## src/rtl/secprot_pkg.sv

```systemverilog
// Package: shared encodings for the protection controller.
// Assumes both ports use the same 2-bit register select encoding.
package secprot_pkg;
    typedef enum logic [1:0] {
        SEL_PRI  = 2'd0,
        SEL_SEC  = 2'd1,
        SEL_LOCK = 2'd2,
        SEL_NONE = 2'd3
    } reg_sel_e;
endpackage

```

## src/rtl/secprot_regs.sv

```systemverilog
// Module: holds the lock bit and both protection vectors.
// Priority per register: chip erase, then privileged write, then MCU write.
// The lock can only be set by the privileged port and cleared by erase.
// Assumes SEC_N <= PRI_N.
module secprot_regs #(
    parameter int PRI_N = 8,
    parameter int SEC_N = 4
) (
    input  logic             clk,
    input  logic             rst_n,
    input  logic             prg_wr_en,
    input  logic [1:0]       prg_sel,
    input  logic [PRI_N-1:0] prg_wdata,
    input  logic             prg_chip_erase,
    input  logic             mcu_wr_en,
    input  logic [1:0]       mcu_addr,
    input  logic [PRI_N-1:0] mcu_wdata,
    output logic             lock_q,
    output logic [PRI_N-1:0] pri_prot_q,
    output logic [SEC_N-1:0] sec_prot_q,
    output logic             erase_done_q
);
    import secprot_pkg::*;

    reg_sel_e prg_t, mcu_t;
    logic prg_pri, prg_sec, prg_lock, mcu_pri, mcu_sec;

    // Decode the write targets of both ports.
    always_comb begin
        prg_t    = reg_sel_e'(prg_sel);
        mcu_t    = reg_sel_e'(mcu_addr);
        prg_pri  = prg_wr_en && (prg_t == SEL_PRI);
        prg_sec  = prg_wr_en && (prg_t == SEL_SEC);
        prg_lock = prg_wr_en && (prg_t == SEL_LOCK) && prg_wdata[0];
        mcu_pri  = mcu_wr_en && (mcu_t == SEL_PRI);
        mcu_sec  = mcu_wr_en && (mcu_t == SEL_SEC);
    end

    // Lock: set only from the privileged port, cleared only by erase.
    always_ff @(posedge clk) begin
        if (!rst_n)              lock_q <= 1'b0;
        else if (prg_chip_erase) lock_q <= 1'b0;
        else if (prg_lock)       lock_q <= 1'b1;
    end

    // Primary protection vector with erase and port priority.
    always_ff @(posedge clk) begin
        if (!rst_n)              pri_prot_q <= '0;
        else if (prg_chip_erase) pri_prot_q <= '0;
        else if (prg_pri)        pri_prot_q <= prg_wdata;
        else if (mcu_pri)        pri_prot_q <= mcu_wdata;
    end

    // Secondary protection vector with erase and port priority.
    always_ff @(posedge clk) begin
        if (!rst_n)              sec_prot_q <= '0;
        else if (prg_chip_erase) sec_prot_q <= '0;
        else if (prg_sec)        sec_prot_q <= prg_wdata[SEC_N-1:0];
        else if (mcu_sec)        sec_prot_q <= mcu_wdata[SEC_N-1:0];
    end

    // Erase completion pulse, one cycle after the erase strobe.
    always_ff @(posedge clk) begin
        if (!rst_n) erase_done_q <= 1'b0;
        else        erase_done_q <= prg_chip_erase;
    end


    lock_clear_only_by_erase_chk: assert property (@(posedge clk) disable iff (!rst_n)
        $fell(lock_q) |-> $past(prg_chip_erase));


    lock_set_only_by_prg_chk: assert property (@(posedge clk) disable iff (!rst_n)
        $rose(lock_q) |-> $past(prg_wr_en && prg_sel == 2'd2));


    erase_clears_all_chk: assert property (@(posedge clk) disable iff (!rst_n)
        prg_chip_erase |=> (!lock_q && pri_prot_q == '0 && sec_prot_q == '0));
endmodule

```

## src/rtl/secprot_gate.sv

```systemverilog
// Module: judges each program/erase request against the protection bits
// held before the edge and returns a one-cycle grant or error.
// Assumes PRI_N is a power of two, so every primary index is in range.
module secprot_gate #(
    parameter int PRI_N = 8,
    parameter int SEC_N = 4
) (
    input  logic                     clk,
    input  logic                     rst_n,
    input  logic                     req_valid,
    input  logic                     req_bank,
    input  logic [$clog2(PRI_N)-1:0] req_sector,
    input  logic [PRI_N-1:0]         pri_prot_q,
    input  logic [SEC_N-1:0]         sec_prot_q,
    output logic                     grant_q,
    output logic                     error_q
);
    localparam int SW = $clog2(PRI_N);
    localparam int QW = (SEC_N > 1) ? $clog2(SEC_N) : 1;
    localparam logic [SW-1:0] SEC_LIM = SW'(SEC_N);

    logic [SEC_N-1:0] sec_ok_vec;
    logic             allowed;

    // One lane per secondary sector: open when unprotected.
    for (genvar g = 0; g < SEC_N; g++) begin : g_sec_lane
        assign sec_ok_vec[g] = !sec_prot_q[g];
    end

    // Decide whether the current request may proceed.
    always_comb begin
        if (!req_bank)
            allowed = !pri_prot_q[req_sector];
        else if (req_sector < SEC_LIM)
            allowed = sec_ok_vec[req_sector[QW-1:0]];
        else
            allowed = 1'b0;
    end

    // Register the verdict as one-cycle pulses.
    always_ff @(posedge clk) begin
        if (!rst_n) begin
            grant_q <= 1'b0;
            error_q <= 1'b0;
        end else begin
            grant_q <= req_valid && allowed;
            error_q <= req_valid && !allowed;
        end
    end


    grant_error_excl_chk: assert property (@(posedge clk) disable iff (!rst_n)
        !(grant_q && error_q));


    idle_no_pulse_chk: assert property (@(posedge clk) disable iff (!rst_n)
        !req_valid |=> (!grant_q && !error_q));


    pri_protected_rejected_chk: assert property (@(posedge clk) disable iff (!rst_n)
        (req_valid && !req_bank && pri_prot_q[req_sector]) |=> error_q);
endmodule

```

## src/rtl/secprot_rdport.sv

```systemverilog
// Module: registered MCU read mux; returns zeros while locked.
// Assumes the read data width equals PRI_N.
module secprot_rdport #(
    parameter int PRI_N = 8,
    parameter int SEC_N = 4
) (
    input  logic             clk,
    input  logic             rst_n,
    input  logic             mcu_rd_en,
    input  logic [1:0]       mcu_addr,
    input  logic             lock_q,
    input  logic [PRI_N-1:0] pri_prot_q,
    input  logic [SEC_N-1:0] sec_prot_q,
    output logic [PRI_N-1:0] rdata_q
);
    import secprot_pkg::*;

    logic [PRI_N-1:0] mux_d;

    // Select the addressed register, masked by the lock.
    always_comb begin
        mux_d = '0;
        if (!lock_q) begin
            case (reg_sel_e'(mcu_addr))
                SEL_PRI:  mux_d = pri_prot_q;
                SEL_SEC:  mux_d = {{(PRI_N-SEC_N){1'b0}}, sec_prot_q};
                SEL_LOCK: mux_d = {{(PRI_N-1){1'b0}}, lock_q};
                default:  mux_d = '0;
            endcase
        end
    end

    // Capture read data one cycle after the strobe.
    always_ff @(posedge clk) begin
        if (!rst_n)         rdata_q <= '0;
        else if (mcu_rd_en) rdata_q <= mux_d;
    end


    locked_read_zero_chk: assert property (@(posedge clk) disable iff (!rst_n)
        (mcu_rd_en && lock_q) |=> (rdata_q == '0));
endmodule

```

## src/rtl/secprot_ctrl.sv

```systemverilog
// Module: top of the security and sector protection controller.
// Connects the register file, request gate and MCU read port.
// Assumes PRI_N is a power of two and SEC_N <= PRI_N.
module secprot_ctrl #(
    parameter int PRI_N = 8,
    parameter int SEC_N = 4
) (
    input  logic                     clk,
    input  logic                     rst_n,
    input  logic                     prg_wr_en,
    input  logic [1:0]               prg_sel,
    input  logic [PRI_N-1:0]         prg_wdata,
    input  logic                     prg_chip_erase,
    input  logic                     mcu_wr_en,
    input  logic                     mcu_rd_en,
    input  logic [1:0]               mcu_addr,
    input  logic [PRI_N-1:0]         mcu_wdata,
    output logic [PRI_N-1:0]         mcu_rdata,
    input  logic                     req_valid,
    input  logic                     req_bank,
    input  logic [$clog2(PRI_N)-1:0] req_sector,
    output logic                     req_grant,
    output logic                     req_error,
    output logic                     lock_out,
    output logic                     erase_done
);
    logic             lock_q;
    logic [PRI_N-1:0] pri_prot_q;
    logic [SEC_N-1:0] sec_prot_q;

    secprot_regs #(.PRI_N(PRI_N), .SEC_N(SEC_N)) u_regs (
        .clk(clk), .rst_n(rst_n),
        .prg_wr_en(prg_wr_en), .prg_sel(prg_sel), .prg_wdata(prg_wdata),
        .prg_chip_erase(prg_chip_erase),
        .mcu_wr_en(mcu_wr_en), .mcu_addr(mcu_addr), .mcu_wdata(mcu_wdata),
        .lock_q(lock_q), .pri_prot_q(pri_prot_q), .sec_prot_q(sec_prot_q),
        .erase_done_q(erase_done)
    );

    secprot_gate #(.PRI_N(PRI_N), .SEC_N(SEC_N)) u_gate (
        .clk(clk), .rst_n(rst_n),
        .req_valid(req_valid), .req_bank(req_bank), .req_sector(req_sector),
        .pri_prot_q(pri_prot_q), .sec_prot_q(sec_prot_q),
        .grant_q(req_grant), .error_q(req_error)
    );

    secprot_rdport #(.PRI_N(PRI_N), .SEC_N(SEC_N)) u_rd (
        .clk(clk), .rst_n(rst_n),
        .mcu_rd_en(mcu_rd_en), .mcu_addr(mcu_addr),
        .lock_q(lock_q), .pri_prot_q(pri_prot_q), .sec_prot_q(sec_prot_q),
        .rdata_q(mcu_rdata)
    );

    assign lock_out = lock_q;


    erase_done_pulse_chk: assert property (@(posedge clk) disable iff (!rst_n)
        erase_done |-> ($past(prg_chip_erase) && !lock_out));
endmodule

```

## config.mk

```make
export PLATFORM = sky130hd
export DESIGN_NAME = secprot_ctrl
export DESIGN_NICKNAME = d
export VERILOG_FILES = /design/src/rtl/secprot_pkg.sv /design/src/rtl/secprot_regs.sv /design/src/rtl/secprot_gate.sv /design/src/rtl/secprot_rdport.sv /design/src/rtl/secprot_ctrl.sv
export SDC_FILE = /design/constraint.sdc
export NUM_CORES = 1
export LEC_CHECK = 0
export BUFFER_PORTS_ARGS = -buffer_cell sky130_fd_sc_hd__buf_2
export CAP_MARGIN = 20
export CORE_MARGIN = 10
export CORE_UTILIZATION = 34
export DETAILED_ROUTE_END_ITERATION = 8
export PLACE_DENSITY = 0.64
export REMOVE_ABC_BUFFERS = 1
export SYNTH_ARGS = -nofsm -noshare
export SYNTH_HDL_FRONTEND = slang
export SYNTH_SLANG_ARGS = --single-unit
```

## constraint.sdc

```tcl
create_clock -name clk -period 1.8 [get_ports clk]
set_input_delay 0.54 -clock clk [delete_from_list [all_inputs] [get_ports clk]]
set_output_delay 0.54 -clock clk [all_outputs]
set_load 0.02 [all_outputs]
```

==> results of run 1 <==
-- cell families (layout without fill, tap and decap cells) --
family / after synthesis / in the layout / share of synthesized area, %
buf+inv: 8 / 49 / 3.52
mux: 18 / 18 / 18.0
flops: 24 / 24 / 42.2
compound gates: 25 / 25 / 16.2
simple gates: 37 / 37 / 20.1
-- metal layers --
layer | global-route usage, % | part of all wire [%] | vias to the layer above | wire (um)
met2 | 17.0 | 50 | 35 | 1510
li1 | - | - | 493 | -
met3 | 2.42 | 7.9 | 4 | 238
met1 | 11.1 | 41 | 478 | 1240
met5 | 0 | 0 | - | 0
met4 | 3.83 | 1.2 | 0 | 36
-- worst max path at each step --
| stage | start | end | slack (ns) | cells after the start |
|---|---|---|---|---|
| finish | u_regs.lock_q | lock_out | 0.27 | 1 |
| global route | u_regs.lock_q | lock_out | 0.20 | 1 |
| CTS | u_regs.lock_q | lock_out | 0.25 | 1 |
| detailed placement | req_sector[0] | u_gate.error_q | 0.12 | 4 |
| global placement | req_sector[0] | u_gate.error_q | 0.16 | 4 |
| floorplan | mcu_addr[0] | u_regs.pri_prot_q[0] | -0.15 | 3 |
-- sequential cells by signal (all words and copies together) (netlist names) --
register / flops
u_gate.error_q: 1
u_gate.grant_q: 1
u_rd.rdata_q: 8
u_regs.erase_done_q: 1
u_regs.lock_q: 1
u_regs.pri_prot_q: 8
u_regs.sec_prot_q: 4
-- cell type report --
| class | count | area (um^2) |
|---|---|---|
| sequential | 24 | 480 |
| inverter | 2 | 7.51 |
| timing repair buffer | 43 | 218 |
| clock inverter | 1 | 30.0 |
| clock buffer | 3 | 22.5 |
| multi-input combinational | 80 | 618 |
| fill | 314 | 1700 |
| tap | 44 | 55.1 |
-- cells in the final DEF, fill, tap and decap left out --
master and n:
nor3b_1 1, and2_1 1, and4bb_2 1, o2111a_1 1, bufinv_16 1, buf_4 1, nor4b_4 1, nand2b_1 1
nand3b_1 2, a21oi_1 5, o311ai_1 1, mux2i_1 16, a221oi_1 4, buf_2 42, a211oi_1 12, inv_1 2
nor2_1 13, o21ai_0 1, clkbuf_4 3, or3b_1 1, mux4_2 2, nor2b_1 16, a41oi_1 1, dfxtp_1 24
-- stage by stage --
stage	TNS [ns]	hold slack, ns
after floorplan	-1.17	0.493
after global placement	0	0.533
after detailed placement	0	0.534
after CTS	0	0.439
after global routing	0	0.432
final	0	0.442
-- power groups by stage --
stage	clock network, W	logic [W]	registers, W
3_3_place_gp	0	0.000126	0.000566
3_5_place_dp	0	0.000130	0.000566
4_1_cts	0.000396	0.000131	0.000554
5_1_grt	0.000418	0.000142	0.000557
2_1_floorplan	0	0.0000575	0.000569
6_report	0.000385	0.000130	0.000554
==> flow_metrics.env, run 1 <==
export IMPL_outcome="finished, final reports clean"
export IMPL_reg2reg_depth=3
export IMPL_swShare_pct=22.2
export IMPL_setup_ws_ns=0.271
export IMPL_min_period_ns=1.53
export IMPL_path_clk_slew_ns=0.14
export IMPL_min_delay_path_depth=2
export IMPL_slowest_stage="dfxtp_1"
export IMPL_clkSinkCount=24
export IMPL_drtPass1Iterations=4
export IMPL_cts_max_path_buffers=2
export IMPL_via_count=1010
export IMPL_crit_path_start_kind="flip-flop"
export IMPL_ctsResizeCount=0
export IMPL_cp_slowest_stage_delay_ns=0.47
export IMPL_htree_levels=1
export IMPL_finalNetCount=185
export IMPL_drc=0
export IMPL_post_route_period_util_pct=84.9
export IMPL_hold_end="u_regs.erase_done_q"
export IMPL_reg2reg_from="u_regs.sec_prot_q[2]"
export IMPL_fin_total_pwr_w=0.00107
export IMPL_syn_area_per_cell_um2=10.2
export IMPL_ys_seq_area_share_pct=42.2
export IMPL_clk_latency_ns=0.31
export IMPL_fp_coreArea_um2=3130
export IMPL_initial_core_util_pct=36.4
export IMPL_path_class="reg -> out"
export IMPL_comb_power_share_pct=12.1
export IMPL_max_slew_margin_rel_pct=65.6
export IMPL_postLayoutCellArea_um2=1430
export IMPL_utilization_pct=45.8
export IMPL_rr_endpoint="u_gate.grant_q"
export IMPL_antenna_found_initial=0
export IMPL_power_switching_w=0.000237
export IMPL_max_cap_viol_count=0
export IMPL_numPlacedInstances=193
export IMPL_fin_worst_skew_ns=0.00945
export IMPL_synthArstFlopShare_pct=0
export IMPL_dpl_cell_area_um2=1380
export IMPL_finalSetupViolations=0
export IMPL_p_leak_nw=0.607
export IMPL_max_freq_ghz=0.654
export IMPL_rows=20
export IMPL_syn_inst=112
export IMPL_grt_max_degree=17
export IMPL_die_x_um=77.9
export IMPL_synth_area_leaders="dfxtp_1 42%, mux2i_1 14%, nor2b_1 8.8%, a211oi_1 7.9%, nor2_1 4.3%"
export IMPL_grt_pass1_wl_mm=4.93
export IMPL_hold_violations=0
export IMPL_ys_types=23
export IMPL_diodes=0
export IMPL_peakVddDrop_mv=0.271
export IMPL_cp_max_fo=4
export IMPL_ys_flop_type="dfxtp_1"
export IMPL_overflow=0
export IMPL_cp_top_family="flip-flops"
export IMPL_synth_most_common_cell="dfxtp_1"
export IMPL_syn_area_um2=1140
export IMPL_postRouteAntennaNets=0
export IMPL_synth_top_area_share_pct=42.2
export IMPL_p_clk_share_pct=36.0
export IMPL_yosys_warnings=0
export IMPL_min_path_type="in -> reg"
export IMPL_grt_pass1_vias=1029
export IMPL_arrival_ns=0.99
export IMPL_cts_tree="built"
export IMPL_cp_data_required_time_ns=1.26
export IMPL_crit_buf_inv=1
export IMPL_yosys_register_bits=24
export IMPL_pre_cts_slack_ns=0.120
export IMPL_synth_largest_area_cell="dfxtp_1"
export IMPL_seq_power_share_pct=51.9
export IMPL_holdBufCountCts=0
export IMPL_path_cells="buf_2"
export IMPL_dp_hpwl_mm=2.43
export IMPL_dieHeight_um=77.9
export IMPL_cts_buffers=3
export IMPL_synth_edff_count=0
export IMPL_place_congestion=0.759
export IMPL_synth_commonest_cells="24 x dfxtp_1, 16 x mux2i_1, 16 x nor2b_1"
export IMPL_cp_end_kind="output port"
export IMPL_drt_iter0_markers=48
export IMPL_syn_to_final_growth_pct=25.7
export IMPL_rsz0062_at_grt="no"
export IMPL_routed_wl_mm=3.03
export IMPL_r2r_slack_ns=0.48
export IMPL_avgRoutedWirePerCell_um=15.4
export IMPL_grt_total_usage_pct=9.74
export IMPL_post_cts_buffers=0
export IMPL_stdcell_count=197
export IMPL_slew_violations=0
export IMPL_powerDensity_nw_per_um2=747
export IMPL_drive_gt1_share_pct=33.3
export IMPL_viasPerCell=5.13
export IMPL_root_buffer="clkbuf_4"
export IMPL_internal_power_w=0.000832
export IMPL_worst_pin_slew_ns=0.516
export IMPL_worstHoldStart="prg_chip_erase"
export IMPL_port_buffers=42
export IMPL_io_pins=43
export IMPL_die_area_um2=6060
No activity file was read; power rests on OpenSTA's default activity.
==> run 2, diff against run 1 <==
--- a/config.mk
+++ b/config.mk
@@ -10,7 +10,7 @@
 export CORE_MARGIN = 10
 export CORE_UTILIZATION = 34
 export DETAILED_ROUTE_END_ITERATION = 8
-export PLACE_DENSITY = 0.64
+export PLACE_DENSITY = 0.66
 export REMOVE_ABC_BUFFERS = 1
 export SYNTH_ARGS = -nofsm -noshare
 export SYNTH_HDL_FRONTEND = slang
==> constraint.sdc (replaced) <==
create_clock -name clk -period 1.25 [get_ports clk]
set_input_delay 0.375 -clock clk [delete_from_list [all_inputs] [get_ports clk]]
set_output_delay 0.375 -clock clk [all_outputs]
set_load 0.02 [all_outputs]
==> run 2 against run 1 <==
Cell count is 9.6% higher. Routed wire length is 11% higher. Non-clock buffer count is 20 higher.
==> flow_metrics.env, run 2 (synthesis results as in run 1) <==
export IMPL_grt_total_usage_pct=10.7
export IMPL_holdBufCountCts=0
export IMPL_routed_wl_mm=3.37
export IMPL_numPlacedInstances=213
export IMPL_peakVddDrop_mv=0.622
export IMPL_rsz0062_at_grt="yes"
export IMPL_powerDensity_nw_per_um2=856
export IMPL_avgRoutedWirePerCell_um=15.6
export IMPL_dieHeight_um=77.9
export IMPL_min_period_ns=1.24
export IMPL_drive_gt1_share_pct=48.3
export IMPL_drt_iter0_markers=51
export IMPL_slowest_stage="mux4_2"
export IMPL_most_common_layout_cells="34 x buf_2, 28 x buf_4, 16 x nor2b_1, 16 x mux2i_1"
export IMPL_path_clk_slew_ns=0.13
export IMPL_worstHoldStart="prg_chip_erase"
export IMPL_max_freq_ghz=0.804
export IMPL_rr_endpoint="u_gate.error_q"
export IMPL_max_slew_margin_rel_pct=78.1
export IMPL_layout_commonest_cell="buf_2"
export IMPL_dp_hpwl_mm=2.68
export IMPL_viasPerCell=4.98
export IMPL_cp_slowest_stage_delay_ns=0.49
export IMPL_via_count=1076
export IMPL_clk_latency_ns=0.32
export IMPL_htree_levels=1
export IMPL_root_buffer="clkbuf_4"
export IMPL_reg2reg_from="u_regs.pri_prot_q[6]"
export IMPL_cts_tree="built"
export IMPL_utilization_pct=51.3
export IMPL_cts_buffers=3
export IMPL_path_cells="mux4_2 > o311ai_2 > a21oi_1"
export IMPL_cp_max_fo=3
export IMPL_die_area_um2=6060
export IMPL_min_path_type="in -> reg"
export IMPL_port_buffers=42
export IMPL_path_class="reg -> reg"
export IMPL_worst_pin_slew_ns=0.328
export IMPL_grt_pass1_wl_mm=5.35
export IMPL_p_leak_nw=0.703
export IMPL_arrival_ns=1.47
export IMPL_fin_total_pwr_w=0.00137
export IMPL_grt_max_degree=17
export IMPL_antenna_found_initial=0
export IMPL_drtPass1Iterations=4
export IMPL_finalNetCount=205
export IMPL_die_x_um=77.9
export IMPL_fillCellCount=284
export IMPL_r2r_slack_ns=0.006
export IMPL_diodes=0
export IMPL_reg2reg_depth=3
export IMPL_stdcell_count=216
export IMPL_syn_to_final_growth_pct=41.0
export IMPL_post_cts_buffers=0
export IMPL_slew_violations=0
export IMPL_cts_max_path_buffers=2
export IMPL_overflow=0
export IMPL_clkSinkCount=24
export IMPL_outcome="finished, final reports clean"
export IMPL_cp_top_family="multiplexers"
export IMPL_reg_top3="u_rd.rdata_q (8), u_regs.pri_prot_q (8), u_regs.sec_prot_q (4)"
export IMPL_postRouteAntennaNets=0
export IMPL_cp_end_kind="flip-flop"
export IMPL_post_route_period_util_pct=99.5
export IMPL_finalSetupViolations=0
export IMPL_cp_data_required_time_ns=1.47
export IMPL_initial_core_util_pct=36.4
export IMPL_io_pins=43
export IMPL_crit_path_end="u_gate.error_q"
export IMPL_place_congestion=0.801
export IMPL_drc=0
export IMPL_grt_pass1_vias=1121
export IMPL_fin_worst_skew_ns=0.0120
export IMPL_whs_ns=0.268
export IMPL_hold_violations=0
export IMPL_fp_coreArea_um2=3130
export IMPL_worst_path_stages=3
export IMPL_max_cap_viol_count=0
export IMPL_startpoint="u_regs.pri_prot_q[6]"
export IMPL_crit_buf_inv=0
export IMPL_rows=20
export IMPL_crit_path_start_kind="flip-flop"
## run 2: worst min path at each step
stage | endpoint | slack (ns) | depth (start not counted)
detailed placement | u_rd.rdata_q[6] | 0.54 | 2
global route | u_regs.erase_done_q | 0.27 | 2
finish | u_regs.erase_done_q | 0.27 | 2
floorplan | u_rd.rdata_q[6] | 0.49 | 2
global placement | u_rd.rdata_q[6] | 0.54 | 2
CTS | u_regs.erase_done_q | 0.26 | 2
## run 2: area by class of cell
type / count / area, um^2 / share of cell area [%]
inverter: 2 / 7.51 / 0.468
tap: 44 / 55.1 / 3.43
sequential: 24 / 497 / 30.9
timing repair buffer: 63 / 392 / 24.4
multi-input combinational: 80 / 632 / 39.4
clock buffer: 3 / 22.5 / 1.40
## run 2: per-layer routing
layer  up-vias  global-route usage [%]  share of wire (%)
met1       498                    12.8                 48
li1        536                       -                  -
met3         2                    3.57                5.7
met4         0                    4.01                1.2
met2        40                    17.2                 45
met5         -                       0                  0
## run 2: power by group
part / switching (W) / internal (W) / leakage (nW)
combinational: 0.000114 / 0.000122 / 0.489
sequential: 0.0000109 / 0.000784 / 0.200
clock: 0.000231 / 0.000113 / 0.0138
total: 0.000356 / 0.00102 / 0.703
## run 2: through the flow
step	area [um^2]	worst slack [ns]	TNS [ns]
floorplan	1110	-0.531	-4.28
global placement	1530	-0.227	-1.52
detailed placement	1530	-0.267	-1.92
CTS	1560	0.00684	0
global route	1610	-0.0183	-0.0187
finish	1610	0.00569	0
## run 2: repair_timing
| action | CTS | global route |
|---|---|---|
| pin swaps | 0 | 0 |
| endpoints found under the setup margin | 3 | 11 |
| gates resized for setup | 8 | 16 |
==> run 3, diff against run 2 <==
--- a/config.mk
+++ b/config.mk
@@ -10,6 +10,7 @@
 export CORE_MARGIN = 10
 export CORE_UTILIZATION = 34
 export DETAILED_ROUTE_END_ITERATION = 8
+export MAX_ROUTING_LAYER = met4
 export PLACE_DENSITY = 0.66
 export REMOVE_ABC_BUFFERS = 1
 export SYNTH_ARGS = -nofsm -noshare
==> run 3 against run 2 <==
Clock power is 2% lower. Utilization stayed put. Via count hardly changed. Critical path type unchanged. Register-to-register slack hardly changed. Combinational power hardly changed. Maximum frequency is 0.45% lower. Sequential power hardly changed. Critical endpoint unchanged.
==> flow_metrics.env, run 3 (synthesis results as in run 1) <==
export IMPL_clkSinkCount=24
export IMPL_p_leak_nw=0.703
export IMPL_crit_path_start_kind="flip-flop"
export IMPL_diodes=0
export IMPL_place_congestion=0.812
export IMPL_syn_to_final_growth_pct=41.0
export IMPL_drtPass1Iterations=4
export IMPL_worst_pin_slew_ns=0.326
export IMPL_overflow=0
export IMPL_layout_commonest_cell="buf_2"
export IMPL_drive_gt1_share_pct=48.3
export IMPL_drt_iter0_markers=63
export IMPL_post_route_period_util_pct=100
export IMPL_finalNetCount=205
export IMPL_die_x_um=77.9
export IMPL_hold_violations=0
export IMPL_cp_end_kind="flip-flop"
export IMPL_power_switching_w=0.000348
export IMPL_initial_core_util_pct=36.4
export IMPL_cts_tree="built"
export IMPL_finalSetupViolations=0
export IMPL_die_area_um2=6060
export IMPL_fp_coreArea_um2=3130
export IMPL_outcome="finished, final reports clean"
export IMPL_cts_buffers=3
export IMPL_min_path_type="in -> reg"
export IMPL_path_clk_slew_ns=0.13
export IMPL_cts_max_path_buffers=2
export IMPL_seq_power_share_pct=58.2
export IMPL_most_common_layout_cells="34 x buf_2, 28 x buf_4, 16 x nor2b_1, 16 x mux2i_1"
export IMPL_rows=20
export IMPL_path_class="reg -> reg"
export IMPL_arrival_ns=1.46
export IMPL_p_clk_share_pct=24.6
export IMPL_grt_pass1_vias=1122
export IMPL_grt_max_degree=17
export IMPL_max_freq_ghz=0.800
export IMPL_dieHeight_um=77.9
export IMPL_routed_wl_mm=3.36
export IMPL_whs_ns=0.269
export IMPL_rsz0062_at_grt="yes"
export IMPL_drc=0
export IMPL_root_buffer="clkbuf_4"
export IMPL_holdBufCountCts=0
export IMPL_viasPerCell=4.98
export IMPL_port_buffers=42
export IMPL_fin_worst_skew_ns=0.00598
export IMPL_postRouteAntennaNets=0
export IMPL_grt_pass1_wl_mm=5.36
export IMPL_powerDensity_nw_per_um2=852
export IMPL_via_count=1075
export IMPL_internal_power_w=0.00102
export IMPL_avgRoutedWirePerCell_um=15.5
export IMPL_fillCellCount=284
export IMPL_min_period_ns=1.25
export IMPL_swShare_pct=25.5
export IMPL_max_slew_margin_rel_pct=78.2
export IMPL_tns_ns=0
export IMPL_dp_hpwl_mm=2.68
export IMPL_grt_total_usage_pct=11.0
export IMPL_io_pins=43
export IMPL_clk_latency_ns=0.31
export IMPL_max_cap_viol_count=0
export IMPL_cp_data_required_time_ns=1.46
export IMPL_htree_levels=1
export IMPL_comb_power_share_pct=17.2
export IMPL_peakVddDrop_mv=0.622
export IMPL_antenna_found_initial=0
export IMPL_slew_violations=0
export IMPL_reg_top3="u_rd.rdata_q (8), u_regs.pri_prot_q (8), u_regs.sec_prot_q (4)"
export IMPL_cp_max_fo=3
==> run 3: cell counts in the layout (fill, tap and decap cells not counted) <==
Identical to the previous run, type by type.
==> run 3: worst max-delay path, stage by stage, from the launching register on <==
cell	delay, ns
dfxtp_2	0.35
mux4_2	0.49
o311ai_2	0.25
a21oi_1	0.07
==> run 3: what timing repair did <==
action / 4_1_cts / 5_1_grt
pin swaps: 0 / 0
endpoints found under the hold margin: 0 / 0
gates resized for setup: 8 / 16
setup endpoints to repair: 3 / 11
setup buffers: 0 / 0
==> run 3: metal layers <==
metal,global-route usage (%),vias to the layer above,routed length [um]
li1,-,535,-
met1,12.9,498,1610
met2,17.2,40,1520
met3,3.34,2,178
met4,4.01,0,41
met5,-,-,0
==> run 3: path summary, 6_finish.rpt <==
check	from	to	slack, ns	depth (start not counted)
max	u_regs.pri_prot_q[6]	u_gate.error_q	0.00008	3
min	prg_chip_erase	u_regs.erase_done_q	0.27	2
max reg2reg	u_regs.pri_prot_q[6]	u_gate.error_q	0.00008	3
min reg2reg	u_regs.pri_prot_q[6]	u_rd.rdata_q[6]	0.54	2
==> run 3: power by group through the flow <==
stage	registers [W]	logic, W	clock network [W]
4_1_cts	0.000794	0.000230	0.000345
2_1_floorplan	0.000820	0.0000828	0
3_3_place_gp	0.000812	0.000222	0
5_1_grt	0.000797	0.000255	0.000380
3_5_place_dp	0.000812	0.000229	0
6_report	0.000795	0.000235	0.000337
==> run 3: metrics by stage <==
| stage | power, W | setup WS, ns | cell area (um^2) | cells | util [%] |
|---|---|---|---|---|---|
| after floorplan | 0.000903 | -0.531 | 1110 | 106 | - |
| after global placement | 0.00103 | -0.227 | 1530 | 213 | 48.9 |
| after detailed placement | 0.00104 | -0.267 | 1530 | 213 | 48.9 |
| after CTS | 0.00137 | 0.00684 | 1560 | 216 | 50.0 |
| after global routing | 0.00143 | -0.0186 | 1610 | 216 | 51.3 |
| final | 0.00137 | 0.0000799 | 1610 | 216 | 51.3 |
==> run 3: final cells by class <==
class                   instances  area, um^2  share of cell area [%]
flip-flops and latches         24         497                    30.9
repair buffers                 63         392                    24.4
clock buffers                   3        22.5                    1.40
inverters                       2        7.51                   0.468
well taps                      44        55.1                    3.43
multi-input cells              80         632                    39.4
